$ cat src/rtl/blockMoverPkg.sv
package blockMoverPkg;

  typedef enum logic [1:0] {
    ST_IDLE = 2'd0,
    ST_READ = 2'd1,
    ST_XFER = 2'd2
  } moverState_t;

  // Strobes from the control module to the datapath
  typedef struct packed {
    logic loadRegs;  // capture the load inputs
    logic rdCycle;   // read at the source pointer
    logic wrCycle;   // write at the destination pointer
    logic stepEn;    // update pointers and count at the end of a step
    logic cmpMode;   // current command is a compare
    logic dirBack;   // current command steps downward
  } ctrlStrobes_t;

endpackage

$ cat src/rtl/blockMoverCtrl.sv
module blockMoverCtrl
  import blockMoverPkg::*;
(
  input  logic         clk,
  input  logic         rstN,
  input  logic         startPulse,
  input  logic [2:0]   cmdCode,
  input  logic         byteHit,
  input  logic         cntLast,
  output ctrlStrobes_t strb,
  output logic         busy,
  output logic         done
);

  moverState_t stateQ;
  logic cmpQ, rptQ, backQ;
  logic doneQ;
  logic keepGoing;

  // Repeat until the count is about to reach zero, or until a compare hits
  assign keepGoing = rptQ && !cntLast && !(cmpQ && byteHit);

  always_ff @(posedge clk or negedge rstN) begin
    if (!rstN) begin
      stateQ <= ST_IDLE;
      cmpQ   <= 1'b0;
      rptQ   <= 1'b0;
      backQ  <= 1'b0;
      doneQ  <= 1'b0;
    end else begin
      doneQ <= 1'b0;
      unique case (stateQ)
        ST_IDLE: if (startPulse) begin
          cmpQ   <= cmdCode[2];
          rptQ   <= cmdCode[1];
          backQ  <= cmdCode[0];
          stateQ <= ST_READ;
        end
        ST_READ: stateQ <= ST_XFER;
        ST_XFER: begin
          if (keepGoing) stateQ <= ST_READ;
          else begin
            stateQ <= ST_IDLE;
            doneQ  <= 1'b1;
          end
        end
        default: stateQ <= ST_IDLE;
      endcase
    end
  end

  always_comb begin
    strb.loadRegs = (stateQ == ST_IDLE) && startPulse;
    strb.rdCycle  = (stateQ == ST_READ);
    strb.wrCycle  = (stateQ == ST_XFER) && !cmpQ;
    strb.stepEn   = (stateQ == ST_XFER);
    strb.cmpMode  = cmpQ;
    strb.dirBack  = backQ;
  end

  assign busy = (stateQ != ST_IDLE);
  assign done = doneQ;

  AST_DONE_ONE_CLOCK: assert property (@(posedge clk) disable iff (!rstN)
    done |=> !done);
  AST_READ_THEN_SECOND: assert property (@(posedge clk) disable iff (!rstN)
    (stateQ == ST_READ) |=> (stateQ == ST_XFER));
  AST_START_IGNORED_BUSY: assert property (@(posedge clk) disable iff (!rstN)
    (busy && startPulse) |=> ($stable(cmpQ) && $stable(rptQ) && $stable(backQ)));
  AST_STOP_ON_HIT: assert property (@(posedge clk) disable iff (!rstN)
    ((stateQ == ST_XFER) && cmpQ && byteHit) |=> (stateQ == ST_IDLE));

endmodule

$ cat src/rtl/blockMoverPath.sv
module blockMoverPath
  import blockMoverPkg::*;
#(
  parameter int AW = 16,
  parameter int DW = 8
) (
  input  logic          clk,
  input  logic          rstN,
  input  ctrlStrobes_t  strb,
  input  logic [AW-1:0] srcIn,
  input  logic [AW-1:0] dstIn,
  input  logic [AW-1:0] cntIn,
  input  logic [DW-1:0] accIn,
  output logic [AW-1:0] memAddr,
  output logic          memEn,
  output logic          memWe,
  output logic [DW-1:0] memWdata,
  input  logic [DW-1:0] memRdata,
  output logic [AW-1:0] srcOut,
  output logic [AW-1:0] dstOut,
  output logic [AW-1:0] cntOut,
  output logic          matchFlag,
  output logic          cntNonZero,
  output logic          byteHit,
  output logic          cntLast
);

  localparam logic [AW-1:0] ONE = AW'(1);

  logic [AW-1:0] srcReg, dstReg, cntReg;
  logic [DW-1:0] accReg;
  logic          matchReg;
  logic [AW-1:0] srcStep, dstStep;

  assign srcStep = strb.dirBack ? (srcReg - ONE) : (srcReg + ONE);
  assign dstStep = strb.dirBack ? (dstReg - ONE) : (dstReg + ONE);

  // Read data returns in the second cycle of a step; it feeds both paths
  assign byteHit  = (memRdata == accReg);
  assign cntLast  = (cntReg == ONE);
  assign memEn    = strb.rdCycle | strb.wrCycle;
  assign memWe    = strb.wrCycle;
  assign memAddr  = strb.wrCycle ? dstReg : srcReg;
  assign memWdata = memRdata;

  always_ff @(posedge clk or negedge rstN) begin
    if (!rstN) begin
      srcReg   <= '0;
      dstReg   <= '0;
      cntReg   <= '0;
      accReg   <= '0;
      matchReg <= 1'b0;
    end else if (strb.loadRegs) begin
      srcReg   <= srcIn;
      dstReg   <= dstIn;
      cntReg   <= cntIn;
      accReg   <= accIn;
      matchReg <= 1'b0;
    end else if (strb.stepEn) begin
      srcReg <= srcStep;
      cntReg <= cntReg - ONE;
      if (strb.cmpMode) matchReg <= byteHit;
      else              dstReg   <= dstStep;
    end
  end

  assign srcOut     = srcReg;
  assign dstOut     = dstReg;
  assign cntOut     = cntReg;
  assign matchFlag  = matchReg;
  assign cntNonZero = (cntReg != '0);

  AST_SRC_UP: assert property (@(posedge clk) disable iff (!rstN)
    (strb.stepEn && !strb.dirBack) |=> (srcReg == $past(srcReg) + ONE));
  AST_SRC_DOWN: assert property (@(posedge clk) disable iff (!rstN)
    (strb.stepEn && strb.dirBack) |=> (srcReg == $past(srcReg) - ONE));
  AST_CNT_DOWN: assert property (@(posedge clk) disable iff (!rstN)
    strb.stepEn |=> (cntReg == $past(cntReg) - ONE));
  AST_DST_HELD_CMP: assert property (@(posedge clk) disable iff (!rstN)
    (strb.stepEn && strb.cmpMode) |=> $stable(dstReg));
  AST_NO_WRITE_CMP: assert property (@(posedge clk) disable iff (!rstN)
    memWe |-> !strb.cmpMode);
  AST_MATCH_FROM_CMP: assert property (@(posedge clk) disable iff (!rstN)
    $rose(matchFlag) |-> $past(strb.cmpMode));

endmodule

$ cat src/rtl/blockMover.sv
module blockMover
  import blockMoverPkg::*;
#(
  parameter int AW = 16,
  parameter int DW = 8
) (
  input  logic          clk,
  input  logic          rstN,
  input  logic          startPulse,
  input  logic [2:0]    cmdCode,
  input  logic [AW-1:0] srcIn,
  input  logic [AW-1:0] dstIn,
  input  logic [AW-1:0] cntIn,
  input  logic [DW-1:0] accIn,
  output logic [AW-1:0] memAddr,
  output logic          memEn,
  output logic          memWe,
  output logic [DW-1:0] memWdata,
  input  logic [DW-1:0] memRdata,
  output logic [AW-1:0] srcOut,
  output logic [AW-1:0] dstOut,
  output logic [AW-1:0] cntOut,
  output logic          matchFlag,
  output logic          cntNonZero,
  output logic          busy,
  output logic          done
);

  ctrlStrobes_t strb;
  logic byteHit, cntLast;

  blockMoverCtrl uCtrl (
    .clk(clk), .rstN(rstN), .startPulse(startPulse), .cmdCode(cmdCode),
    .byteHit(byteHit), .cntLast(cntLast), .strb(strb), .busy(busy), .done(done)
  );

  blockMoverPath #(.AW(AW), .DW(DW)) uPath (
    .clk(clk), .rstN(rstN), .strb(strb),
    .srcIn(srcIn), .dstIn(dstIn), .cntIn(cntIn), .accIn(accIn),
    .memAddr(memAddr), .memEn(memEn), .memWe(memWe), .memWdata(memWdata),
    .memRdata(memRdata), .srcOut(srcOut), .dstOut(dstOut), .cntOut(cntOut),
    .matchFlag(matchFlag), .cntNonZero(cntNonZero),
    .byteHit(byteHit), .cntLast(cntLast)
  );

endmodule

$ cat config.mk
export PLATFORM = sky130hd
export DESIGN_NAME = blockMover
export DESIGN_NICKNAME = d
export VERILOG_FILES = /design/src/rtl/blockMoverPkg.sv /design/src/rtl/blockMoverCtrl.sv /design/src/rtl/blockMoverPath.sv /design/src/rtl/blockMover.sv
export SDC_FILE = /design/constraint.sdc
export NUM_CORES = 1
export LEC_CHECK = 0
export ABC_AREA = 1
export BUFFER_PORTS_ARGS = -buffer_cell sky130_fd_sc_hd__buf_2
export CAP_MARGIN = 10
export CORE_AREA = 2 2 78 136
export CTS_BUF_LIST = sky130_fd_sc_hd__clkbuf_16
export DETAILED_ROUTE_END_ITERATION = 7
export DIE_AREA = 0 0 80 138
export GPL_TIMING_DRIVEN = 1
export MAX_ROUTING_LAYER = met4
export PLACE_DENSITY = 0.91
export SYNTH_ARGS = -nofsm -noshare
export SYNTH_HDL_FRONTEND = slang
export SYNTH_SLANG_ARGS = --single-unit
$ cat constraint.sdc
create_clock -name clk -period 2.6 [get_ports clk]
set_input_delay 0.39 -clock clk [delete_from_list [all_inputs] [get_ports clk]]
set_output_delay 0.39 -clock clk [all_outputs]
set_load 0.01 [all_outputs]
==> results of run 1 <==
==> cell usage after synthesis (2+ instances only) <==
| cell | number | share of area [%] |
|---|---|---|
| sky130_fd_sc_hd__xor2_1 | 5 | 0.85 |
| sky130_fd_sc_hd__dfrtp_1 | 63 | 31 |
| sky130_fd_sc_hd__o21bai_1 | 4 | 0.58 |
| sky130_fd_sc_hd__nand4_1 | 4 | 0.49 |
| sky130_fd_sc_hd__buf_4 | 9 | 1.3 |
| sky130_fd_sc_hd__o21ai_1 | 8 | 0.78 |
| sky130_fd_sc_hd__inv_1 | 93 | 6.8 |
| sky130_fd_sc_hd__nand2_1 | 272 | 20 |
| sky130_fd_sc_hd__a21oi_1 | 25 | 2.4 |
| sky130_fd_sc_hd__nand3_1 | 52 | 5.0 |
| sky130_fd_sc_hd__clkbuf_1 | 10 | 0.73 |
| sky130_fd_sc_hd__and2_1 | 4 | 0.49 |
| sky130_fd_sc_hd__o21a_1 | 2 | 0.29 |
| sky130_fd_sc_hd__nand3b_1 | 7 | 1.0 |
| sky130_fd_sc_hd__buf_2 | 5 | 0.49 |
| sky130_fd_sc_hd__buf_6 | 3 | 0.65 |
| sky130_fd_sc_hd__o22ai_2 | 4 | 0.97 |
| sky130_fd_sc_hd__fa_1 | 2 | 0.78 |
| sky130_fd_sc_hd__o21ai_0 | 49 | 4.8 |
| sky130_fd_sc_hd__o211ai_1 | 13 | 1.9 |
| sky130_fd_sc_hd__xnor2_1 | 11 | 1.9 |
| sky130_fd_sc_hd__nor3_1 | 8 | 0.78 |
| sky130_fd_sc_hd__o22ai_1 | 2 | 0.24 |
| sky130_fd_sc_hd__nor2_1 | 60 | 4.4 |
| sky130_fd_sc_hd__inv_4 | 2 | 0.24 |
| sky130_fd_sc_hd__inv_2 | 5 | 0.36 |
| sky130_fd_sc_hd__ha_1 | 31 | 7.5 |
| sky130_fd_sc_hd__or2_2 | 7 | 0.85 |
==> worst max path at each step <==
| stage | slack, ps | cells after the start | to |
|---|---|---|---|
| after global routing | 40 | 10 | uPath.dstOut[10] |
| after global placement | 380 | 10 | uPath.dstOut[10] |
| after CTS | 280 | 10 | uPath.dstOut[10] |
| after detailed placement | 280 | 10 | uPath.dstOut[10] |
| final | 240 | 10 | uPath.dstOut[10] |
| after floorplan | 340 | 9 | uPath.srcOut[8] |
==> layer usage <==
| metal | part of all wire, % | track usage (%) | vias up |
|---|---|---|---|
| met3 | 4.9 | 4.70 | 43 |
| met2 | 54 | 50.0 | 191 |
| met5 | 0 | - | - |
| met4 | 4.7 | 14.6 | 0 |
| met1 | 37 | 30.4 | 2515 |
| li1 | - | - | 2762 |
==> cell families (layout without fill, tap and decap cells) <==
family          Yosys count  in the layout  synth area share [%]
compound gates          114            114                  13.3
fa+ha+maj                33             33                  8.29
buf+inv                 128            270                  10.6
xor+xnor                 16             16                  2.72
simple gates            422            422                  34.5
flops                    63             63                  30.6
==> cell type report <==
type,instances,area [µm²],share of cell area (%)
clock inverter,7,65.1,1.04
inverter,100,380,6.11
multi-input combinational,585,3030,48.7
tap,127,159,2.55
sequential,63,1580,25.3
timing repair buffer,154,788,12.7
clock buffer,9,225,3.62
==> stage by stage <==
stage	power (µW)	std cells	utilization [%]
floorplan	6680	776	-
global placement	8330	1029	59.1
detailed placement	8460	1029	59.1
CTS	9740	1045	61.9
global route	10700	1045	61.9
finish	9740	1045	61.9
==> critical path, stage by stage, from the launching register on <==
cell,delay (ps)
sky130_fd_sc_hd__dfrtp_1,700
sky130_fd_sc_hd__buf_4,360
sky130_fd_sc_hd__ha_1,330
sky130_fd_sc_hd__a21oi_1,150
sky130_fd_sc_hd__nand2_1,130
sky130_fd_sc_hd__nand2_1,80
sky130_fd_sc_hd__nand2_1,120
sky130_fd_sc_hd__nand2_1,110
sky130_fd_sc_hd__nand3b_1,90
sky130_fd_sc_hd__nand3_1,100
sky130_fd_sc_hd__nand3_1,60
==> sequential cells by signal, indices dropped and copies added (netlist names) <==
signal           flops
uPath.dstOut        16
uCtrl.rptQ           1
uCtrl.done           1
uCtrl.cmpQ           1
uCtrl.stateQ         2
uPath.accReg         8
uCtrl.backQ          1
uPath.matchFlag      1
uPath.cntOut        16
uPath.srcOut        16
==> power by group through the flow <==
stage / registers (µW) / clock network [µW] / logic [µW]
after global routing: 2120 / 1260 / 7360
after global placement: 2050 / 0 / 6280
after detailed placement: 2060 / 0 / 6400
final: 2050 / 1200 / 6490
after CTS: 2050 / 1210 / 6480
after floorplan: 2120 / 0 / 4560
==> Flow_metrics.wiki, run 1 <==
{| class="wikitable"
! Metric !! Value
|-
| Result of the run || finished clean
|-
| Setup TNS Final || 0 ps
|-
| DP HPWL || 11,400 µm
|-
| Synthesized net count || 879
|-
| Number of global-route vias before repair || 5,287
|-
| Post-synthesis instance area || 5160 µm²
|-
| Placed cell area || 5940 µm²
|-
| Worst slew margin relative to its limit || 61.5%
|-
| Nets || 1,016
|-
| Row Count || 49
|-
| Initial antenna violation count || 0
|-
| Total clock sinks || 63
|-
| Worst clock skew || 7.72 ps
|-
| Clock tree root buffer cell || sky130_fd_sc_hd__clkbuf_16
|-
| Total internal power || 4640 µW
|-
| Reg-to-Reg End || uPath.dstOut[10]
|-
| Arrival time of the worst setup path || 2580 ps
|-
| Element type at the critical path start || flop
|-
| Yosys warning count || 0
|-
| H-tree lvl count || 3
|-
| Post-CTS setup buffer count || 0
|-
| Wire length of the first global-routing pass || 24,300 µm
|-
| Number of nets still failing antenna checks after routing || 0
|-
| Final design instance area without fill || 6230 µm²
|-
| Area of the core region || 10,100 µm²
|-
| Number of endpoints with negative hold slack in the final report || 0
|-
| Share of final-layout standard cells stronger than drive strength 1 || 21.2%
|-
| Worst vdd rail ir drop || 0.973 mV
|-
| Worst Path Max Fanout || 18
|-
| DR iter-0 viols || 404
|-
| CTS clk-pin slew, worst paths || 60 ps
|-
| Most frequent cells in the layout || sky130_fd_sc_hd__nand2_1 (272), sky130_fd_sc_hd__buf_2 (147), sky130_fd_sc_hd__inv_1 (94), sky130_fd_sc_hd__dfrtp_1 (63), sky130_fd_sc_hd__nor2_1 (60)
|-
| Switching share of power || 52.4%
|-
| Count of distinct cell types in the synthesized netlist || 44
|-
| Clk network pwr share || 12.3%
|-
| Worst slack on hold paths || 12.0 ps
|-
| Origin of the critical flop-to-flop path || uCtrl.backQ
|-
| Maximum number of buffers from clock root to sink || 2
|-
| Wire length reported by the detailed router || 15,000 µm
|-
| Fill count || 930
|-
| Max-slew violation count || 0
|-
| Maximum number of pins on one net before global-route repair || 48
|-
| Number of top-level design ports || 148
|-
| CTS tree || yes
|-
| Later-pin clock latency in the skew report || 340 ps
|-
| Total Die Area || 11,000 µm²
|-
| Type of destination of the critical path || flop
|-
| Worst Setup SP || uCtrl.backQ
|-
| Required time reported for the critical path endpoint || 2820 ps
|-
| Worst setup margin || 242 ps
|-
| Setup repair after global routing missed its margin || no
|-
| Reg2reg path depth || 10
|-
| Sequential cell fraction of total power || 21.1%
|-
| Detailed-route via count || 5,511
|-
| Average wire length per cell after detail routing || 14.4 µm
|-
| Number of buffers created by CTS || 9
|-
| Reported net switching power || 5100 µW
|-
| Number of detailed-routing iterations run before antenna repair || 5
|-
| Most instantiated flip-flop cell in the synthesis netlist || sky130_fd_sc_hd__dfrtp_1
|-
| Minimum setup slack after placement || 284 ps
|-
| Path category of the worst min-delay check || primary input to asynchronous set/reset pin
|-
| Final period demand of the worst path || 2360 ps
|-
| Number of antenna cells inserted || 0
|-
| Starting density of the core || 51.3%
|-
| Highest Clock Rate || 424 MHz
|-
| Commonest non-fill, non-tap cell in the layout || sky130_fd_sc_hd__nand2_1
|-
| Worst R2R Setup Slack || 240 ps
|-
| FF+latch count, synth || 63
|-
| Slew of the pin with the lowest slew margin || 577 ps
|-
| Setup violations, final || 0
|-
| Residual DRC count || 0
|-
| Portion of the clock cycle consumed by the worst path in the final layout || 90.7%
|-
| Total leakage power || 0.00347 µW
|-
| Proportion of synthesized flip-flops having asynchronous set or reset || 100%
|-
| Avg Synthesized Cell Area || 6.65 µm²
|-
| Post-cts sizing count || 0
|-
| Number of input and output port buffers inserted || 147
|-
| Die X-Extent || 80 µm
|-
| Total of hold buffers inserted after clock tree synthesis || 0
|-
| Routed vias/inst || 5.27
|-
| Layout Area Growth over Synthesis || 20.7%
|-
| Die outline height || 138 µm
|-
| Portion of the post-synthesis area used by sequential elements || 30.6%
|-
| Max-cap violations || 0
|-
| Routability Congestion || 0.978
|-
| Number of synthesized flops with an enable pin || 0
|-
| Global routing usage summed across all routing layers || 28.7%
|-
| Crit Path Class || flop to flop
|-
| Total congestion overflow after global routing || 0
|-
| Part of the power in combinational logic || 66.6%
|-
| Post-Synthesis Cells || 776
|-
| Power density normalized to cell area || 1560 nW/µm²
|}
(Power assumes the default switching activity.)
==> run 2, diff against run 1 <==
- clock period: 2.6 -> 2.2 ns (I/O delays scaled with it)
==> Flow_metrics.wiki, run 2 (synthesis results as in run 1) <==
{| class="wikitable"
! Metric !! Value
|-
| Result of the run || finished clean
|-
| Reported net switching power || 6020 µW (+18%)
|-
| Starting density of the core || 51.3% (unchanged)
|-
| Part of the power in combinational logic || 67.8% (+1.2 points)
|-
| Total leakage power || 0.00349 µW (+0.55%)
|-
| Detailed-route via count || 5,563 (+0.94%)
|-
| Worst Setup SP || uCtrl.stateQ[0]
|-
| Routability Congestion || 0.911 (-6.8%)
|-
| Number of input and output port buffers inserted || 147 (unchanged)
|-
| Setup TNS Final || 0 ps (unchanged)
|-
| Layout Area Growth over Synthesis || 21.8%
|-
| Setup repair after global routing missed its margin || no
|-
| Total Die Area || 11,000 µm² (unchanged)
|-
| Average wire length per cell after detail routing || 14.2 µm (-0.99%)
|-
| Total congestion overflow after global routing || 0 (unchanged)
|-
| Number of endpoints with negative hold slack in the final report || 0 (unchanged)
|-
| Power density normalized to cell area || 1830 nW/µm² (+17%)
|-
| Most frequent cells in the layout || sky130_fd_sc_hd__nand2_1 (272), sky130_fd_sc_hd__buf_2 (147), sky130_fd_sc_hd__inv_1 (94), sky130_fd_sc_hd__dfrtp_1 (62), sky130_fd_sc_hd__nor2_1 (60)
|-
| Worst slew margin relative to its limit || 64.3% (+2.8 points)
|-
| Maximum number of pins on one net before global-route repair || 46 (-4.2%)
|-
| Total internal power || 5460 µW (+18%)
|-
| Fill count || 985 (+5.9%)
|-
| DR iter-0 viols || 285 (-29%)
|-
| Arrival time of the worst setup path || 1740 ps (-840 ps)
|-
| Clk network pwr share || 11.1% (-1.2 points)
|-
| DP HPWL || 11,600 µm (+1.8%)
|-
| Total clock sinks || 63 (unchanged)
|-
| Max-slew violation count || 0 (unchanged)
|-
| Portion of the clock cycle consumed by the worst path in the final layout || 93.9%
|-
| Residual DRC count || 0 (unchanged)
|-
| Maximum number of buffers from clock root to sink || 2 (unchanged)
|-
| Wire length of the first global-routing pass || 24,100 µm (-0.79%)
|-
| Global routing usage summed across all routing layers || 28.5% (-0.22 points)
|-
| Worst vdd rail ir drop || 1.20 mV (+23%)
|-
| Clock tree root buffer cell || sky130_fd_sc_hd__clkbuf_16
|-
| Die X-Extent || 80 µm (unchanged)
|-
| Max-cap violations || 0 (unchanged)
|-
| Element type at the critical path start || flop
|-
| H-tree lvl count || 3 (unchanged)
|-
| Number of antenna cells inserted || 0 (unchanged)
|-
| Type of destination of the critical path || output pin
|-
| Worst Path Max Fanout || 24 (+6)
|-
| Number of global-route vias before repair || 5,313 (+0.49%)
|-
| Wire length reported by the detailed router || 15,000 µm (-0.33%)
|-
| Number of nets still failing antenna checks after routing || 0 (unchanged)
|-
| Nets || 1,023 (+0.69%)
|-
| Origin of the critical flop-to-flop path || uCtrl.backQ
|-
| Initial antenna violation count || 0 (unchanged)
|-
| Highest Clock Rate || 484 MHz
|-
| Number of top-level design ports || 148 (unchanged)
|-
| Routed vias/inst || 5.29 (+0.27%)
|-
| Worst hold start || cmdCode[1]
|-
| Number of buffers created by CTS || 9 (unchanged)
|-
| Overall Power || 11,500 µW (+18%)
|-
| Share of final-layout standard cells stronger than drive strength 1 || 21.9% (+0.70 points)
|-
| Worst clock skew || 6.37 ps (-1.35 ps)
|-
| Later-pin clock latency in the skew report || 330 ps (about the same)
|-
| Switching share of power || 52.4% (about the same)
|-
| Crit Path Class || flop to output pin
|-
| Path category of the worst min-delay check || primary input to flop
|-
| CTS tree || yes
|-
| Commonest non-fill, non-tap cell in the layout || sky130_fd_sc_hd__nand2_1
|-
| Number of detailed-routing iterations run before antenna repair || 5 (unchanged)
|-
| Die outline height || 138 µm (unchanged)
|-
| Sequential cell fraction of total power || 21.1% (about the same)
|-
| Row Count || 49 (unchanged)
|-
| Slew of the pin with the lowest slew margin || 534 ps (-42.8 ps)
|-
| CTS clk-pin slew, worst paths || 50 ps (about the same)
|-
| Area of the core region || 10,100 µm² (unchanged)
|-
| Setup violations, final || 0 (unchanged)
|-
| Final period demand of the worst path || 2070 ps
|-
| Required time reported for the critical path endpoint || 1870 ps (-950 ps)
|}
run 2: cell types whose count changed in the layout (fill, tap and decap cells not counted), sizes merged:
cell and change:
clkinv -1, dlygate4sd3 +1, buf +6, clkinvlp +2
bufinv -1
run 2: area by class of cell:
type,instances,area (µm²),share of cell area (%)
clock buffer,9,225,3.59
clock inverter,7,41.3,0.657
inverter,100,380,6.06
multi-input combinational,585,3040,48.4
sequential,63,1580,25.2
tap,127,159,2.53
timing repair buffer,161,856,13.6
run 2: path summary, 6_finish.rpt:
path | to | slack, ps | depth (start not counted)
min in group asynchronous | uPath.accReg[3] | 430 | 2
max reg2reg | uPath.srcOut[7] | 160 | 10
max | memAddr[0] | 130 | 8
max in group asynchronous | uCtrl.backQ | 960 | 3
min reg2reg | uCtrl.rptQ | 480 | 2
min | uCtrl.rptQ | 190 | 3
run 2: through the flow:
stage          area (µm²)  utilization [%]  setup WS, ps  instances  hold slack (ps)
4_1_cts              6250             62.1          61.9       1050              184
5_1_grt              6280             62.5          8.67       1052              198
3_5_place_dp         5970             59.4           178       1033              220
6_report             6280             62.5           135       1052              193
3_3_place_gp         5970             59.4           221       1033              222
2_1_floorplan        5160                -           224        776             34.4
run 2: per-layer routing:
layer	vias up	track usage, %	share of wire [%]
li1	2775	-	-
met1	2516	30.5	37
met2	223	47.7	51
met3	49	4.57	5.3
met4	0	17.8	6.3
met5	-	-	0
run 2: critical path, stage by stage, from the launching register on:
cell and delay [ps]:
sky130_fd_sc_hd__dfrtp_1 370, sky130_fd_sc_hd__inv_2 110, sky130_fd_sc_hd__nand2_2 110, sky130_fd_sc_hd__nor2_8 250
sky130_fd_sc_hd__inv_4 170, sky130_fd_sc_hd__nor2_1 120, sky130_fd_sc_hd__inv_1 60, sky130_fd_sc_hd__o21a_1 90
sky130_fd_sc_hd__buf_2 140
run 2: power by group through the flow:
stage / sequential (µW) / clock, µW / combinational, µW
2_1_floorplan: 2510 / 0 / 5380
3_3_place_gp: 2430 / 0 / 7480
6_report: 2420 / 1280 / 7780
4_1_cts: 2430 / 1310 / 7700
5_1_grt: 2480 / 1360 / 8830
3_5_place_dp: 2440 / 0 / 7630
run 2: what timing repair did:
item,CTS,global route
hold endpoints to repair,10,0
buffers inserted,0,2
hold buffers,1,0
gates resized for setup,0,2
setup endpoints to repair,0,4
==> run 3, diff against run 2 <==
- MAX_ROUTING_LAYER: met4 -> default
==> Flow_metrics.wiki, run 3 (synthesis results as in run 1) <==
{| class="wikitable"
! Metric !! Value
|-
| Die outline height || 138 µm (unchanged)
|-
| CTS tree || yes
|-
| Met3 Usage GRT || 4.24% (-0.33 points)
|-
| Setup repair after global routing missed its margin || no
|-
| Detailed-route via count || 5,551 (-0.22%)
|-
| M1 GR Usage || 30.5% (+0.062 points)
|-
| Highest Clock Rate || 483 MHz (-0.28%)
|-
| DR iter-0 viols || 339 (+19%)
|-
| DP HPWL || 11,300 µm (-2.5%)
|-
| Total congestion overflow after global routing || 0 (unchanged)
|-
| Number of nets still failing antenna checks after routing || 0 (unchanged)
|-
| Routing layer with the top usage in global route || met2
|-
| Type of destination of the critical path || flop
|-
| Global routing usage summed across all routing layers || 27.3% (-1.2 points)
|-
| Fill count || 965 (-2.0%)
|-
| Area of the core region || 10,100 µm² (unchanged)
|-
| Crit Path Class || flop to flop
|-
| Total clock sinks || 63 (unchanged)
|-
| Later-pin clock latency in the skew report || 330 ps (about the same)
|-
| Number of antenna cells inserted || 0 (unchanged)
|-
| Power density normalized to cell area || 1830 nW/µm² (+0.35%)
|-
| Maximum number of pins on one net before global-route repair || 64 (+39%)
|-
| Layout Area Growth over Synthesis || 21.9% (about the same)
|-
| Final period demand of the worst path || 2070 ps (+5.89 ps)
|-
| Worst Path Max Fanout || 6 (-75%)
|-
| Worst R2R Setup Slack || 130 ps (-30 ps)
|-
| H-tree lvl count || 3 (unchanged)
|-
| Portion of the clock cycle consumed by the worst path in the final layout || 94.1% (+0.27 points)
|-
| Worst vdd rail ir drop || 1.16 mV (-3.1%)
|-
| Share of the core filled with cells in the final layout || 62.5% (about the same)
|-
| Slowest Stage Delay on Critical Path || 530 ps (+160 ps)
|-
| Number of buffers created by CTS || 9 (unchanged)
|-
| Origin of the critical flop-to-flop path || uCtrl.backQ
|-
| Row Count || 49 (unchanged)
|-
| Share of final-layout standard cells stronger than drive strength 1 || 21.8% (-0.17 points)
|-
| Wire length reported by the detailed router || 15,000 µm (+0.47%)
|-
| Standard cell with the maximum stage delay on the critical path || sky130_fd_sc_hd__dfrtp_4
|-
| Number of endpoints with negative hold slack in the final report || 0 (unchanged)
|-
| Crit-path cells || buf_12 > ha_1 > or2_2 > nand3b_1 > nand2_1 > nand2_1 > nand2_1 > nand2_1 > nand3_1 > nand2_1 > nand2_1
|-
| Wire length of the first global-routing pass || 24,100 µm (-0.29%)
|-
| Element type at the critical path start || flop
|-
| Most common cell on crit path || sky130_fd_sc_hd__nand2_1
|-
| Number of top-level design ports || 148 (unchanged)
|-
| Number of input and output port buffers inserted || 147 (unchanged)
|-
| Maximum number of buffers from clock root to sink || 2 (unchanged)
|-
| Overall Power || 11,500 µW (+0.43%)
|-
| Die X-Extent || 80 µm (unchanged)
|-
| Slew of the pin with the lowest slew margin || 537 ps (+3.34 ps)
|-
| Max-slew violation count || 0 (unchanged)
|-
| Total of hold buffers inserted after clock tree synthesis || 0 (-1)
|-
| Cell total after placement || 1,032 (-0.097%)
|-
| Routed vias/inst || 5.29 (about the same)
|-
| Most frequent cells in the layout || sky130_fd_sc_hd__nand2_1 (272), sky130_fd_sc_hd__buf_2 (147), sky130_fd_sc_hd__inv_1 (94), sky130_fd_sc_hd__dfrtp_1 (62), sky130_fd_sc_hd__nor2_1 (60)
|-
| Path category of the worst min-delay check || primary input to asynchronous set/reset pin
|-
| Nets || 1,022 (-0.098%)
|-
| Non-filler cells in the finished layout || 1,050 (-0.19%)
|-
| Setup TNS Final || 0 ps (unchanged)
|-
| Reg-to-Reg End || uPath.srcOut[9]
|-
| Reg2reg path depth || 11 (+1)
|-
| Average wire length per cell after detail routing || 14.3 µm (+0.66%)
|-
| Arrival time of the worst setup path || 2290 ps (+550 ps)
|-
| Residual DRC count || 0 (unchanged)
|-
| Max-cap violations || 0 (unchanged)
|-
| Worst clock skew || 3.26 ps (-3.11 ps)
|-
| Clock tree root buffer cell || sky130_fd_sc_hd__clkbuf_16
|-
| Initial antenna violation count || 0 (unchanged)
|-
| Met2 Use GR || 47.5% (-0.26 points)
|-
| Starting density of the core || 51.3% (unchanged)
|-
| Total leakage power || 0.00348 µW (about the same)
|-
| Setup violations, final || 0 (unchanged)
|-
| Worst slew margin relative to its limit || 64.1% (-0.22 points)
|-
| Number of global-route vias before repair || 5,270 (-0.81%)
|-
| CTS clk-pin slew, worst paths || 60 ps (about the same)
|-
| Number of detailed-routing iterations run before antenna repair || 7 (+2)
|-
| Commonest non-fill, non-tap cell in the layout || sky130_fd_sc_hd__nand2_1
|-
| Routability Congestion || 0.918 (+0.75%)
|-
| Total Die Area || 11,000 µm² (unchanged)
|-
| Required time reported for the critical path endpoint || 2420 ps (+550 ps)
|-
| Result of the run || finished clean
|}
==> run 3: changes by cell type in the layout (fill, tap and decap cells not counted) <==
cell and delta:
sky130_fd_sc_hd__dlygate4sd3_1 -1, sky130_fd_sc_hd__buf_4 -2, sky130_fd_sc_hd__clkinv_1 +1, sky130_fd_sc_hd__clkinv_2 -1
sky130_fd_sc_hd__clkinv_4 -1, sky130_fd_sc_hd__buf_12 +2
==> run 3: metal layers <==
| metal | wire length [µm] | part of all wire [%] | up-vias |
|---|---|---|---|
| met5 | 0 | 0 | - |
| met4 | 856 | 5.7 | 0 |
| met3 | 905 | 6.0 | 48 |
| met2 | 7710 | 51 | 233 |
| met1 | 5570 | 37 | 2503 |
| li1 | - | - | 2767 |
==> run 3: what timing repair did <==
item	in CTS	in global routing
buffers inserted	0	3
resized for setup	0	2
endpoints found under the setup margin	0	6
==> run 3: final cells by class <==
class / count / area [µm²] / share of cell area, %
Clock inverter: 6 / 31.3 / 0.498
Sequential cell: 63 / 1580 / 25.1
Timing Repair Buffer: 160 / 871 / 13.9
Clock buffer: 9 / 225 / 3.58
Multi-Input combinational cell: 585 / 3040 / 48.3
Tap cell: 127 / 159 / 2.53
Inverter: 100 / 380 / 6.05
==> run 3: worst max-delay path, delay by kind of cell, from the launching register on <==
family / cells / cell delay, ps
flops: 1 / 530
buf+inv: 1 / 150
fa+ha+maj: 1 / 300
simple gates: 9 / 980
==> run 3: how the worst max path moves through the flow <==
stage	slack [ps]	cells after the start	end	from
2_1_floorplan	220	9	uPath.srcOut[8]	uCtrl.backQ
3_3_place_gp	190	11	uPath.dstOut[14]	uCtrl.backQ
3_5_place_dp	150	10	uPath.dstOut[10]	uCtrl.backQ
4_1_cts	100	5	cntNonZero	uPath.cntOut[11]
5_1_grt	10	10	uPath.srcOut[14]	uCtrl.backQ
6_report	130	11	uPath.srcOut[9]	uCtrl.backQ
==> run 3: where the power goes <==
group	total (µW)	leakage (µW)	switching, µW	internal (µW)
logic	7860	0.00259	4870	2980
clock network	1270	0.000124	531	741
registers	2400	0.000771	644	1760
total	11500	0.00348	6050	5480
==> run 3: through the flow <==
stage,hold slack (ps),setup slack [ps],instance area [µm²]
5_1_grt,42.8,11.2,6290
3_3_place_gp,376,188,5970
6_report,5.19,129,6290
3_5_place_dp,374,148,5970
4_1_cts,29.6,100,6230
2_1_floorplan,34.4,224,5160
